### src/rtl/ct_pkg.sv
package ct_pkg;
  localparam int ADDR_W = 4;
  localparam int N_PIN  = 3;
  localparam int IRQ_W  = N_PIN + 1;
  localparam int EDGE_W = 2 * N_PIN;

  localparam logic [ADDR_W-1:0] A_CNT    = 4'd0;
  localparam logic [ADDR_W-1:0] A_CAP    = 4'd1;
  localparam logic [ADDR_W-1:0] A_TMR    = 4'd2;
  localparam logic [ADDR_W-1:0] A_RLD    = 4'd3;
  localparam logic [ADDR_W-1:0] A_EDGE   = 4'd4;
  localparam logic [ADDR_W-1:0] A_MODE   = 4'd5;
  localparam logic [ADDR_W-1:0] A_EXTCFG = 4'd6;
  localparam logic [ADDR_W-1:0] A_EXTCAP = 4'd7;
  localparam logic [ADDR_W-1:0] A_EXTCNT = 4'd8;
  localparam logic [ADDR_W-1:0] A_IRQ    = 4'd9;

  typedef struct packed {
    logic cap_en;
    logic irq_en;
    logic rise;
  } ext_cfg_t;
endpackage

### src/rtl/ct_tick_counter.sv
module ct_tick_counter #(
  parameter int CNT_W    = 16,
  parameter int PRESCALE = 16
) (
  input  logic             clk,
  input  logic             rst,
  output logic             tick_o,
  output logic [CNT_W-1:0] cnt_o
);
  localparam int PRE_W = (PRESCALE > 1) ? $clog2(PRESCALE) : 1;
  localparam logic [PRE_W-1:0] PRE_LAST = PRE_W'(PRESCALE - 1);

  logic [PRE_W-1:0] pre_q;

  assign tick_o = (pre_q == PRE_LAST);

  always_ff @(posedge clk) begin
    if (rst) begin
      pre_q <= '0;
      cnt_o <= '0;
    end else begin
      pre_q <= tick_o ? '0 : pre_q + 1'b1;
      if (tick_o) cnt_o <= cnt_o + 1'b1;
    end
  end
endmodule

### src/rtl/ct_edge_sync.sv
module ct_edge_sync #(
  parameter int STAGES = 2
) (
  input  logic clk,
  input  logic rst,
  input  logic pin_i,
  input  logic rise_sel_i,
  output logic evt_o
);
  logic [STAGES-1:0] sync_q;
  logic              prev_q;
  logic              lvl;

  assign lvl = sync_q[STAGES-1];

  always_ff @(posedge clk) begin
    if (rst) begin
      sync_q <= '0;
      prev_q <= 1'b0;
    end else begin
      sync_q <= {sync_q[STAGES-2:0], pin_i};
      prev_q <= lvl;
    end
  end

  assign evt_o = rise_sel_i ? (lvl & ~prev_q) : (~lvl & prev_q);
endmodule

### src/rtl/ct_pair.sv
module ct_pair #(
  parameter int CNT_W = 16
) (
  input  logic             clk,
  input  logic             rst,
  input  logic             tick_i,
  input  logic             cap_mode_i,
  input  logic             wr_tmr_i,
  input  logic             wr_rld_i,
  input  logic [CNT_W-1:0] wdata_i,
  input  logic             cap_tmr_i,
  input  logic             cap_rld_i,
  input  logic [CNT_W-1:0] cnt_i,
  output logic [CNT_W-1:0] tmr_o,
  output logic [CNT_W-1:0] rld_o
);
  always_ff @(posedge clk) begin
    if (rst) begin
      tmr_o <= '0;
      rld_o <= '0;
    end else if (cap_mode_i) begin
      if (cap_tmr_i) tmr_o <= cnt_i;
      if (cap_rld_i) rld_o <= cnt_i;
    end else begin
      if (wr_tmr_i)    tmr_o <= wdata_i;
      else if (tick_i) tmr_o <= (tmr_o == '0) ? rld_o : tmr_o - 1'b1;
      if (wr_rld_i)    rld_o <= wdata_i;
    end
  end
endmodule

### src/rtl/capt_timer.sv
module capt_timer
  import ct_pkg::*;
#(
  parameter int CNT_W       = 16,
  parameter int PRESCALE    = 16,
  parameter int SYNC_STAGES = 2
) (
  input  logic              clk,
  input  logic              rst,
  input  logic              wr_en,
  input  logic              rd_en,
  input  logic [ADDR_W-1:0] addr,
  input  logic [CNT_W-1:0]  wr_data,
  output logic [CNT_W-1:0]  rd_data,
  input  logic [N_PIN-1:0]  cap_pin,
  input  logic              ext_pin,
  output logic [IRQ_W-1:0]  irq_o
);
  logic             tick, ext_tick;
  logic [CNT_W-1:0] main_cnt, ext_cnt;
  logic [CNT_W-1:0] tmr_q, rld_q, cap_ded_q, ext_cap_q;
  logic [EDGE_W-1:0] edge_q;
  logic             mode_q;
  ext_cfg_t         ext_cfg_q;
  logic [N_PIN-1:0] evt;
  logic             ext_evt;
  logic [IRQ_W-1:0] set_vec, clr_vec;

  ct_tick_counter #(.CNT_W(CNT_W), .PRESCALE(PRESCALE)) u_main_cnt (
    .clk(clk), .rst(rst), .tick_o(tick), .cnt_o(main_cnt)
  );

  ct_tick_counter #(.CNT_W(CNT_W), .PRESCALE(PRESCALE)) u_ext_cnt (
    .clk(clk), .rst(rst), .tick_o(ext_tick), .cnt_o(ext_cnt)
  );

  for (genvar i = 0; i < N_PIN; i++) begin : g_chan
    ct_edge_sync #(.STAGES(SYNC_STAGES)) u_sync (
      .clk(clk), .rst(rst), .pin_i(cap_pin[i]),
      .rise_sel_i(edge_q[i]), .evt_o(evt[i])
    );
    assign set_vec[i] = evt[i] & edge_q[N_PIN+i];
  end

  ct_edge_sync #(.STAGES(SYNC_STAGES)) u_ext_sync (
    .clk(clk), .rst(rst), .pin_i(ext_pin),
    .rise_sel_i(ext_cfg_q.rise), .evt_o(ext_evt)
  );
  assign set_vec[N_PIN] = ext_evt & ext_cfg_q.irq_en;

  ct_pair #(.CNT_W(CNT_W)) u_pair (
    .clk(clk), .rst(rst), .tick_i(tick), .cap_mode_i(mode_q),
    .wr_tmr_i(wr_en && addr == A_TMR),
    .wr_rld_i(wr_en && addr == A_RLD),
    .wdata_i(wr_data),
    .cap_tmr_i(evt[1]), .cap_rld_i(evt[0]),
    .cnt_i(main_cnt), .tmr_o(tmr_q), .rld_o(rld_q)
  );

  assign clr_vec = (wr_en && addr == A_IRQ) ? wr_data[IRQ_W-1:0] : '0;

  always_ff @(posedge clk) begin
    if (rst) begin
      edge_q    <= '0;
      mode_q    <= 1'b0;
      ext_cfg_q <= '0;
      cap_ded_q <= '0;
      ext_cap_q <= '0;
      irq_o     <= '0;
    end else begin
      if (wr_en && addr == A_EDGE)   edge_q    <= wr_data[EDGE_W-1:0];
      if (wr_en && addr == A_MODE)   mode_q    <= wr_data[0];
      if (wr_en && addr == A_EXTCFG) ext_cfg_q <= ext_cfg_t'(wr_data[2:0]);
      if (evt[2])                    cap_ded_q <= main_cnt;
      if (ext_evt && ext_cfg_q.cap_en) ext_cap_q <= ext_cnt;
      irq_o <= (irq_o & ~clr_vec) | set_vec;
    end
  end

  always_ff @(posedge clk) begin
    if (rst) begin
      rd_data <= '0;
    end else if (rd_en) begin
      case (addr)
        A_CNT:    rd_data <= main_cnt;
        A_CAP:    rd_data <= cap_ded_q;
        A_TMR:    rd_data <= tmr_q;
        A_RLD:    rd_data <= rld_q;
        A_EDGE:   rd_data <= CNT_W'(edge_q);
        A_MODE:   rd_data <= CNT_W'(mode_q);
        A_EXTCFG: rd_data <= CNT_W'(ext_cfg_q);
        A_EXTCAP: rd_data <= ext_cap_q;
        A_EXTCNT: rd_data <= ext_cnt;
        A_IRQ:    rd_data <= CNT_W'(irq_o);
        default:  rd_data <= '0;
      endcase
    end
  end

  logic unused_tick;
  assign unused_tick = ext_tick;
endmodule

### config.mk
export PLATFORM = sky130hd
export DESIGN_NAME = capt_timer
export DESIGN_NICKNAME = d
export VERILOG_FILES = /design/src/rtl/ct_pkg.sv /design/src/rtl/ct_tick_counter.sv /design/src/rtl/ct_edge_sync.sv /design/src/rtl/ct_pair.sv /design/src/rtl/capt_timer.sv
export SDC_FILE = /design/constraint.sdc
export NUM_CORES = 1
export LEC_CHECK = 0
export BUFFER_PORTS_ARGS = -buffer_cell sky130_fd_sc_hd__buf_2
export CELL_PAD_IN_SITES_DETAIL_PLACEMENT = 1
export CELL_PAD_IN_SITES_GLOBAL_PLACEMENT = 1
export CORE_MARGIN = 8
export CORE_UTILIZATION = 35
export DETAILED_ROUTE_END_ITERATION = 6
export PLACE_DENSITY_LB_ADDON = 0.1
export SLEW_MARGIN = 20
export SYNTH_ARGS = -nofsm -noshare
export SYNTH_HDL_FRONTEND = slang
export SYNTH_SLANG_ARGS = --single-unit
### constraint.sdc
create_clock -name clk -period 2.5 [get_ports clk]
set_input_delay 0.125 -clock clk [delete_from_list [all_inputs] [get_ports clk]]
set_output_delay 0.125 -clock clk [all_outputs]
set_load 0.02 [all_outputs]
After elaboration in Yosys (flattened, before gate mapping)
Index checks and enable logic that the tools add are counted.
{ "totals": {"input_bits": 28, "register_bits": 146} }
{ "classes": {"n_bitwise": 23, "eq_ne": 13, "mux": 14, "add_sub_neg": 5, "n_reduce_logical": 15} }
{ "ops": {"columns": ["cell", "count"], "rows": [
  ["$pmux 16 s10", 1],
  ["$mux 16", 8],
  ["$add 16x1->16 const B", 2],
  ["$eq 4x3->1 const B", 4],
  ["$eq 4x4->1 const B", 4],
  ["$logic_not 16->1", 1],
  ["$sub 16x1->16 const B", 1],
  ["$and 1x1->1", 12],
  ["$add 4x1->4 const B", 2],
  ["$eq 4x2->1 const B", 2],
  ["$not 1->1", 8],
  ["$logic_and 1x1->1", 7],
  ["$and 4x4->4", 1],
  ["$eq 4x1->1 const B", 1],
  ["$logic_not 4->1", 1],
  ["$mux 1", 4],
  ["$mux 4", 1],
  ["$ne 2x1->1 const B", 2],
  ["$not 4->4", 1],
  ["$or 4x4->4", 1],
  ["$reduce_and 2->1", 2],
  ["$reduce_or 2->1", 2],
  ["$reduce_bool 3->1", 1],
  ["$reduce_bool 2->1", 1]
]} }

Depth between registers and ports, before layout
Gate-level depths: netlist of run 1.
{ "logic_depth": {"ltp_word": 6, "depth_mapped": 8, "ltp_nobuf": 7} }

Cells and area by module
Synthesis of run 1 repeated with hierarchy kept, for this count alone.
{ "hier_totals": {"hier_cells": 843, "hier_area_um2": 7499.7} }
{ "by_module_without_submodules": {"columns": ["mod", "instances", "cells_each", "area_per_inst_um2"], "rows": [
  ["capt_timer", 1, 347, 3138.0],
  ["ct_pair", 1, 266, 2194.6],
  ["ct_tick_counter", 2, 97, 880.8],
  ["ct_edge_sync", 4, 9, 101.3]
]} }

Worst setup path after synthesis of run 1
No wires, ideal clock.
{ "synth_path": {"kind": "flip-flop to flip-flop", "startpoint": "register u_pair.tmr_o[0]", "endpoint": "register u_pair.tmr_o[8]", "setup_time_ps": 61, "path_slack_ps": 520, "arrival_ps": 1919, "required_ps": 2439, "stages_incl_launch_ff": 8, "cell_sequence": "dfxtp_1 > inv_1 > ha_1 > nor3b_2 > and2_1 > a221o_1 > a2111oi_1 > o221a_1"} }
{ "synth_between": {"elab_chain_cells": 5, "elab_cells_between_ends": 6, "classes_between": "add/sub: 1; mux: 4; reduce/logical: 1"} }
{ "synth_rtl": {"columns": ["item", "line", "text"], "rows": [
  ["start, declared", "ct_pair.sv:14", "output logic [CNT_W-1:0] tmr_o,"],
  ["start signal, assigned", "ct_pair.sv:22", "if (cap_tmr_i) tmr_o <= cnt_i;"],
  ["start signal, assigned", "ct_pair.sv:25", "if (wr_tmr_i) tmr_o <= wdata_i;"],
  ["start signal, assigned", "ct_pair.sv:26", "else if (tick_i) tmr_o <= (tmr_o == '0) ? rld_o : tmr_o - 1'b1;"],
  ["$sub 16x1->16 or $logic_not 16->1 (tied branches)", "ct_pair.sv:26", null],
  ["$mux 16 (*) (2 in a row)", "ct_pair.sv:26", null],
  ["$mux 16 (*)", "ct_pair.sv:25", null],
  ["$mux 16 (*)", "ct_pair.sv:21", "end else if (cap_mode_i) begin"]
]} }
Mark *: on every way between the ends. The rest lies on a longest branch, timed or not. The select of a mux whose other input is x is not followed.
A chain may end at the register's enable or synchronous reset.

Worst setup path after layout of run 1
Ends and elaborated chain as after synthesis.

==> summary.md, run 1 <==
| Metric | Value |
|---|---|
| Status | finished clean |
| R2R depth | 7 |
| Die height | 159.8 um |
| Max cap viols | 0 |
| Setup TNS | 0 ns |
| Antenna violations before repair | 0 |
| Final hold viol count | 0 |
| Setup Viol. Count Final | 0 |
| CP max stage cell | a2111oi_1 |
| Worst-path maximum fanout | 5 |
| Dpl cells | 1119 |
| Fin nets | 908 |
| Clk buf depth | 2 |
| Synth unique cells | 76 |
| Footprint of the multi-input gates | 4038 um2 |
| Post-synth EDFFs | 0 |
| Met2 Usage GRT | 31.78% |
| Crit. End Element | flip-flop |
| H-tree level count | 4 |
| Non-filler cells, final | 1157 |
| Standard-cell rows | 52 |
| Die area | 25550 um2 |
| Area Growth Syn to Fin | 17.74% |
| Unrepaired setup endpoints after global routing | no |
| Vias in the first global route | 6939 |
| Clk root buf | clkbuf_16 |
| Worst Hold Path Cells | 3 |
| Power Dens Cells | 634.2 nW/um2 |
| Syn Nets | 860 |
| Crit Path Category | flip-flop to flip-flop |
| Final wirelength | 25450 um |
| Async set-reset flop share out of synthesis | 0% |
| Critical Path RT | 2.87 ns |
| Worst clock skew | 0.01237 ns |
| N_diodes | 0 |
| Final min period | 2.229 ns |
| IO Port Bufs | 47 |
| Slew Limit Fails | 0 |
| CTS tree | done |
| Synth Instances | 826 |
| HP Class | primary input to flip-flop |
| Final period util | 89.18% |
| Ys flop type | dfxtp_1 |
| GR Util met3 | 3.419% |
| Antenna Nets Post-Route | 0 |
| Slew margin rel. | 46.78% |
| Setup Fix Bufs, Post-CTS | 0 |
| Post-Syn Area | 7242 um2 |
| Post-cts resize count | 0 |
| CP arrival | 2.60 ns |
| DR DRC count | 0 |
| Total number of vias | 6588 |
| Largest net degree at the start of global routing | 71 |
| DP HPWL | 18690 um |
| Clock Sink Count | 146 |
| Worst-Skew Late Latency | 0.43 ns |
| Die width | 159.8 um |
| Worst-path clk slew | 0.07 ns |
| Met1 GRT Util | 27.57% |
| CORE AREA | 20300 um2 |
| # IOs | 48 |
| Post-synthesis sequential area ratio | 40.36% |
| Worst-path cell chain | inv_1 > ha_1 > nor4b_4 > nand4b_2 > a221o_1 > a2111oi_1 > o221a_1 |
| VDD IR max | 0.0004523 V |
| Count of filler cells inserted in the layout | 2394 |
| Max Fclk | 0.4486 GHz |
| First-pass GRT wire length | 40750 um |
| CP startpoint kind | flip-flop |
| GRT overflow | 0 |
| Slew at the pin closest to its max-slew limit | 0.7982 ns |
| Initial Utilization | 35.68% |
| Via/cell ratio | 5.694 |
| Sequential standard cell area | 2924 um2 |
| Starting DRT DRC Count | 543 |
| Ratio of cells with drive above 1 in the final layout | 16.57% |
| GRT busiest layer | met2 |
| Routability cong. | 0.8988 |
| #FFs+latches synth | 146 |
| GR Util All Layers | 20.10% |
| Cts bufs inserted | 17 |
| Leak | 3.250 nW |
| Drt wl/cell | 21.99 um |
| Yosys Warn Count | 0 |
| Detailed Routing Iterations Pass 1 | 5 |
| Mean post-synth cell area | 8.767 um2 |
| Worst path max stage delay | 0.40 ns |
cell type report:
type	count	share of cell area, %
clock buffer	17	4.989
clock inverter	15	1.717
inverter	12	0.5282
multi-input combinational	604	47.35
sequential	146	34.29
tap	270	3.962
timing repair buffer	93	7.161
stage by stage:
step / worst slack [ns] / cell area [um2] / hold WS, ns / power, mW / util (%)
after floorplan: 0.5202 / 7242 / 0.2532 / 2.741 / -
after global routing: 0.1117 / 8527 / 0.04419 / 5.622 / 42.01
after global placement: 0.3504 / 7895 / 0.3313 / 2.912 / 38.89
after CTS: 0.2806 / 8527 / 0.02763 / 5.468 / 42.01
final: 0.2706 / 8527 / 0.04734 / 5.407 / 42.01
after detailed placement: 0.2964 / 7895 / 0.3462 / 2.915 / 38.89
synth_stat cells (all sizes together) (7+ instances only):
master | number | area, um2
nand2 | 43 | 161.4
mux2i | 63 | 630.6
a211oi | 20 | 150.1
a21oi | 35 | 175.2
o211ai | 7 | 57.55
xnor2 | 15 | 131.4
dfxtp | 146 | 2923
nor3 | 10 | 50.05
o21ai | 25 | 125.1
xor2 | 24 | 210.2
clkbuf | 44 | 165.2
inv | 11 | 41.29
a22oi | 36 | 270.3
buf | 20 | 97.60
nand3 | 20 | 100.1
nor2b | 16 | 100.1
nand4 | 11 | 68.82
nor2 | 132 | 495.5
and3 | 10 | 62.56
a31oi | 13 | 81.33
a311oi | 8 | 70.07
where the power goes:
part	internal, mW	switching [mW]	leakage, nW
Clock	1.40	1.13	0.281
Sequential	2.36	0.0364	1.18
Combinational	0.194	0.289	1.79
logic make-up (layout without fill, tap and decap cells):
kind of cell               count (synthesis)  after routing  synth area share [%]
AOI/OAI and AO/OA                        189            189                 18.19
buffers and inverters                     76            137                 4.250
xor gates and xnor gates                  39             39                 4.717
DFF                                      146            146                 40.36
adders and majority gates                  6              6                 1.037
muxes                                     69             69                 9.848
and+or+nand+nor                          301            301                 21.60
sequential cells by signal (all words and copies together) (netlist names), 3 cells and up:
signal	cells
u_ext_cnt.pre_q	4
cap_ded_q	16
g_chan.u_sync.sync_q	6
rd_data	16
u_main_cnt.pre_q	4
irq_o	4
edge_q	6
u_ext_cnt.cnt_o	16
u_main_cnt.cnt_o	16
u_pair.tmr_o	16
u_pair.rld_o	16
ext_cfg_q	3
g_chan.u_sync.prev_q	3
ext_cap_q	16
worst paths after layout:
path / start / endpoint / slack (ns)
min: wr_data[0] / u_pair.rld_o[0] / 0.05
max: u_pair.tmr_o[0] / u_pair.tmr_o[8] / 0.27
max reg2reg: u_pair.tmr_o[0] / u_pair.tmr_o[8] / 0.27
min reg2reg: u_ext_sync.sync_q[0] / u_ext_sync.sync_q[1] / 0.44
worst max-delay path, delay by kind of cell (launching register included):
| family | cells | cell delay (ns) |
|---|---|---|
| simple gates | 2 | 0.54 |
| buf+inv | 1 | 0.13 |
| fa+ha+maj | 1 | 0.18 |
| flops | 1 | 0.35 |
| compound gates | 3 | 0.97 |
cells in the final DEF (no fill, tap or decap), types with 6 or more instances in the layout:
cell / count
a211oi_1: 20
buf_4: 40
inv_1: 11
a311oi_1: 8
mux2i_1: 63
xnor2_1: 15
nor2b_1: 16
a21oi_1: 35
xor2_1: 24
a31oi_1: 13
and4_1: 6
clkbuf_16: 17
nand3b_1: 6
nor2_1: 132
nor3_1: 10
or3_1: 6
a22oi_1: 36
dfxtp_1: 145
o211ai_1: 6
and3_1: 10
nand2_1: 43
nand2b_1: 6
buf_2: 46
o21ai_0: 23
nand4_1: 11
nand3_1: 20
ha_1: 6
dlygate4sd3_1: 6
repair_timing:
item	4_1_cts	5_1_grt
hold buffers	6	0
endpoints found under the hold margin	6	0
endpoints found under the setup margin	0	0
metal layers:
metal	wire, um	vias up
met2	11710	155
met3	1064	24
met1	12290	3319
met4	382	0
li1	-	3090
met5	0	-
(Power assumes the default switching activity.)
==> inputs of run 2 (changes only) <==
==> constraint.sdc (replaced) <==
create_clock -name clk -period 2.5 [get_ports clk]
set_input_delay 0.25 -clock clk [delete_from_list [all_inputs] [get_ports clk]]
set_output_delay 0.25 -clock clk [all_outputs]
set_load 0.02 [all_outputs]
==> summary.md, run 2 (same netlist as run 1, synthesis figures left out) <==
| Metric | Value |
|---|---|
| Status | finished clean |
| Detailed Routing Iterations Pass 1 | 5 |
| Worst Hold Margin | 0.03253 ns |
| Leak | 3.219 nW |
| Clk buf depth | 2 |
| Routability cong. | 0.8711 |
| Crit. End Element | flip-flop |
| Total number of vias | 6576 |
| CP startpoint kind | flip-flop |
| Drt wl/cell | 22.25 um |
| R2R depth | 7 |
| Fin nets | 901 |
| GR Util All Layers | 20.18% |
| Final period util | 90.98% |
| First-pass GRT wire length | 40830 um |
| Reg-to-reg startpoint | u_pair.tmr_o[0] |
| # hold bufs at CTS | 0 |
| Die height | 159.8 um |
| Worst-Skew Late Latency | 0.43 ns |
| Starting DRT DRC Count | 439 |
| Antenna Nets Post-Route | 0 |
| Initial Utilization | 35.68% |
| Met1 GRT Util | 27.19% |
| Slew at the pin closest to its max-slew limit | 0.7045 ns |
| Final hold viol count | 0 |
| Setup Fix Bufs, Post-CTS | 0 |
| Commonest cells after routing, fill and taps aside | dfxtp_1 (145), nor2_1 (132), mux2i_1 (63), buf_2 (46), nand2_1 (43) |
| Most common cell after layout, fill and taps aside | dfxtp_1 |
| Count of filler cells inserted in the layout | 2403 |
| N_diodes | 0 |
| IO Port Bufs | 47 |
| CP top delay family | compound AO/OA/AOI/OAI gates |
| Unrepaired setup endpoints after global routing | no |
| CORE AREA | 20300 um2 |
| Reg2reg end | u_pair.tmr_o[8] |
| Met2 Usage GRT | 32.03% |
| Critical hold path startpoint | cap_pin[2] |
| HP Class | primary input to flip-flop |
| Max Fclk | 0.4397 GHz |
| Area Growth Syn to Fin | 16.98% |
| Final wirelength | 25570 um |
| Clock Sink Count | 146 |
| CP bufs+invs | 1 |
| # IOs | 48 |
| Placed Area | 7888 um2 |
| CTS tree | done |
| GRT overflow | 0 |
| Final min period | 2.274 ns |
| Setup TNS | 0 ns |
| Worst-path cell chain | inv_1 > ha_1 > nor4b_4 > nand4b_2 > a221o_1 > a2111oi_1 > o221a_1 |
| Util after Layout | 41.73% |
| Largest net degree at the start of global routing | 54 |
| Dpl cells | 1118 |
| WHS Endpoint | g_chan[2].u_sync.sync_q[0] |
| Non-filler cells, final | 1149 |
| Worst-path clk slew | 0.07 ns |
| Standard-cell rows | 52 |
| Die width | 159.8 um |
| Worst-path maximum fanout | 5 |
| Reg2Reg Setup Slack | 0.23 ns |
| GRT busiest layer | met2 |
| Crit Path Category | flip-flop to flip-flop |
| CP max stage cell | a2111oi_1 |
| VDD IR max | 0.0004209 V |
| Worst Hold Path Cells | 2 |
| DR DRC count | 0 |
| Post-cts resize count | 0 |
| Die area | 25550 um2 |
| GR Util met3 | 4.293% |
| Vias in the first global route | 6911 |
| DP HPWL | 18560 um |
| Power Dens Cells | 646.1 nW/um2 |
| CP arrival | 2.65 ns |
| Worst path max stage delay | 0.43 ns |
| Slew Limit Fails | 0 |
| Max cap viols | 0 |
| Critical Path RT | 2.87 ns |
| Setup Viol. Count Final | 0 |
| Antenna violations before repair | 0 |
| Ratio of cells with drive above 1 in the final layout | 16.38% |
| Worst clock skew | 0.008397 ns |
| H-tree level count | 4 |
| Final non-filler cell area | 8472 um2 |
| Cts bufs inserted | 17 |
| Clk root buf | clkbuf_16 |
| Via/cell ratio | 5.723 |
| Slew margin rel. | 53.04% |
## run 2: cell types whose count changed in the layout (fill, tap and decap cells not counted)
cell and change:
clkbuf_1 +1, inv_6 -3, bufinv_16 +1, dlygate4sd3_1 -6, buf_4 -1, inv_8 -1
clkinv_2 -2, clkinv_4 +3
## run 2: how the worst max path moves through the flow
stage	startpoint	endpoint	cells after the start
after floorplan	u_pair.tmr_o[0]	u_pair.tmr_o[8]	7
after CTS	u_pair.tmr_o[0]	u_pair.tmr_o[12]	7
after global routing	u_pair.tmr_o[0]	u_pair.tmr_o[8]	7
after global placement	u_pair.tmr_o[0]	u_pair.tmr_o[12]	7
final	u_pair.tmr_o[0]	u_pair.tmr_o[8]	7
after detailed placement	u_pair.tmr_o[0]	u_pair.tmr_o[12]	7
## run 2: cell type report
type / count / area (um2) / share of cell area (%)
Clock buffer: 18 / 429.2 / 5.066
Clock inverter: 13 / 155.1 / 1.831
Inverter: 12 / 45.04 / 0.5317
Multi-Input combinational cell: 604 / 4038 / 47.66
Sequential cell: 146 / 2924 / 34.51
Tap cell: 270 / 337.8 / 3.988
Timing Repair Buffer: 86 / 543.0 / 6.410
## run 2: worst reg2reg max path, stage by stage, from the launching register on
cell,delay (ns)
dfxtp_1,0.34
inv_1,0.13
ha_1,0.18
nor4b_4,0.29
nand4b_2,0.25
a221o_1,0.35
a2111oi_1,0.43
o221a_1,0.24
## run 2: report_power, final
| group | total (mW) | internal (mW) | switching (mW) | leakage, nW |
|---|---|---|---|---|
| combinational | 0.473 | 0.182 | 0.292 | 1.76 |
| sequential | 2.39 | 2.36 | 0.0357 | 1.18 |
| clock | 2.61 | 1.49 | 1.12 | 0.281 |
## run 2: metrics by stage
step	worst slack [ns]	total power, mW
floorplan	0.5202	2.741
global route	0.01708	5.678
detailed placement	0.2712	2.910
CTS	0.2542	5.528
global placement	0.3363	2.899
finish	0.2255	5.473
## run 2: metal layers
| layer | up-vias | wire length, um |
|---|---|---|
| met5 | - | 0 |
| met1 | 3330 | 12260 |
| met3 | 29 | 1229 |
| met4 | 0 | 348 |
| li1 | 3077 | - |
| met2 | 140 | 11730 |
==> inputs of run 3 (changes only) <==
--- a/config.mk
+++ b/config.mk
@@ -8,8 +8,10 @@
 export BUFFER_PORTS_ARGS = -buffer_cell sky130_fd_sc_hd__buf_2
 export CELL_PAD_IN_SITES_DETAIL_PLACEMENT = 1
 export CELL_PAD_IN_SITES_GLOBAL_PLACEMENT = 1
+export CORE_ASPECT_RATIO = 1.1
 export CORE_MARGIN = 8
 export CORE_UTILIZATION = 35
+export CTS_BUF_LIST = sky130_fd_sc_hd__clkbuf_4
 export DETAILED_ROUTE_END_ITERATION = 6
 export PLACE_DENSITY_LB_ADDON = 0.1
 export SLEW_MARGIN = 20
==> summary.md, run 3 (same netlist as run 1, synthesis figures left out) <==
| Metric | Value |
|---|---|
| Vias in the first global route | 6827 |
| CP bufs+invs | 2 |
| First-pass GRT wire length | 40390 um |
| Slew at the pin closest to its max-slew limit | 0.6365 ns |
| Place WS | 0.1961 ns |
| Clk root buf | clkbuf_4 |
| Final Worst Setup Slack | 0.1249 ns |
| Max cap viols | 0 |
| CP max stage cell | dfxtp_1 |
| Routability cong. | 0.8809 |
| Reg2reg end | u_pair.tmr_o[2] |
| GRT overflow | 0 |
| Ratio of cells with drive above 1 in the final layout | 16.18% |
| Total number of vias | 6643 |
| Power Dens Cells | 543.6 nW/um2 |
| CP top delay family | simple AND/OR/NAND/NOR gates |
| Fin nets | 911 |
| Antenna violations before repair | 2 |
| Critical hold path startpoint | wr_data[3] |
| Starting DRT DRC Count | 543 |
| Detailed Routing Iterations Pass 1 | 5 |
| Status | finished clean |
| Reg-to-reg startpoint | u_pair.tmr_o[0] |
| Final period util | 95.00% |
| Worst-path clk slew | 0.14 ns |
| WHS Endpoint | edge_q[3] |
| Die height | 166.9 um |
| Die area | 25560 um2 |
| Commonest cells after routing, fill and taps aside | dfxtp_1 (145), nor2_1 (132), mux2i_1 (63), buf_2 (46), nand2_1 (43) |
| Worst Hold Path Cells | 3 |
| Drt wl/cell | 22.12 um |
| DR DRC count | 0 |
| Final non-filler cell area | 8284 um2 |
| Final hold viol count | 0 |
| R2R depth | 8 |
| Worst path max stage delay | 0.38 ns |
| Count of filler cells inserted in the layout | 2389 |
| VDD IR max | 0.0002214 V |
| # IOs | 48 |
| Placed Area | 7870 um2 |
| Crit. End Element | flip-flop |
| H-tree level count | 4 |
| Worst-path cell chain | inv_1 > ha_1 > nor4b_4 > nand2_1 > buf_4 > or3_1 > a221oi_1 > o32ai_1 |
| Crit Path Category | flip-flop to flip-flop |
| CTS tree | done |
| Cts bufs inserted | 17 |
| Initial Utilization | 35.43% |
| IO Port Bufs | 47 |
| Largest net degree at the start of global routing | 55 |
| Util after Layout | 40.53% |
| Footprint of the multi-input gates | 4046 um2 |
| Via/cell ratio | 5.787 |
| Slew margin rel. | 57.46% |
| Standard-cell rows | 55 |
| Clk buf depth | 2 |
| Leak | 3.144 nW |
| CP arrival | 2.80 ns |
| GR Util All Layers | 20.09% |
| Worst-path maximum fanout | 11 |
| CORE AREA | 20440 um2 |
| HP Class | primary input to flip-flop |
| Antenna Nets Post-Route | 0 |
| Reg2Reg Setup Slack | 0.12 ns |
| Setup TNS | 0 ns |
| Sequential standard cell area | 2924 um2 |
| Dpl cells | 1104 |
| DP HPWL | 18510 um |
| Worst-Skew Late Latency | 0.57 ns |
| Unrepaired setup endpoints after global routing | no |
| Critical Path RT | 2.93 ns |
| Clock Sink Count | 146 |
| Worst Hold Margin | 0.03833 ns |
| Final wirelength | 25400 um |
| Most common cell after layout, fill and taps aside | dfxtp_1 |
| Die width | 153.2 um |
| Max Fclk | 0.4210 GHz |
| Power, Total | 4.504 mW |
| Slew Limit Fails | 0 |
| Final min period | 2.375 ns |
| Setup Viol. Count Final | 0 |
| CP startpoint kind | flip-flop |
| Area Growth Syn to Fin | 14.39% |
| Worst clock skew | 0.02146 ns |
| Non-filler cells, final | 1148 |
run 3: report_power, final:
group / internal, mW / switching (mW)
sequential: 2.36 / 0.0364
combinational: 0.200 / 0.303
clock: 0.623 / 0.984
total: 3.18 / 1.32
run 3: worst max path at each step:
stage	end	slack, ns	cells after the start	startpoint
after floorplan	u_pair.tmr_o[8]	0.52	7	u_pair.tmr_o[0]
after global placement	u_pair.tmr_o[8]	0.33	7	u_pair.tmr_o[0]
after detailed placement	u_pair.tmr_o[8]	0.20	7	u_pair.tmr_o[0]
after CTS	u_pair.tmr_o[8]	0.16	7	u_pair.tmr_o[0]
after global routing	u_pair.tmr_o[8]	0.02	7	u_pair.tmr_o[0]
final	u_pair.tmr_o[2]	0.12	8	u_pair.tmr_o[0]
run 3: metal layers:
layer  up-vias  part of all wire (%)  track usage [%]
met5         -                     0                0
li1       3102                     -                -
met4         0                   1.5            5.728
met3        25                   3.7            3.003
met1      3378                    47            27.29
met2       138                    47            32.37
run 3: layout make-up:
type / count / area share, %
Antenna cell: 2 / 0.06041
Clock buffer: 17 / 1.541
Multi-Input combinational cell: 604 / 48.84
Clock inverter: 15 / 2.084
Timing Repair Buffer: 96 / 7.763
Sequential cell: 146 / 35.30
Inverter: 12 / 0.5437
Tap cell: 256 / 3.866
run 3: repair_timing:
| item | CTS | global route |
|---|---|---|
| gates resized for setup | 0 | 2 |
| hold endpoints to repair | 10 | 0 |
| endpoints found under the setup margin | 0 | 1 |
| buffers inserted | 0 | 0 |
| hold buffers | 10 | 0 |
run 3: tightest hold or removal path: cells and delay by family:
kind / cells / cell delay [ns]
buf+inv: 1 / 0.15
mux: 1 / 0.09
simple gates: 1 / 0.08
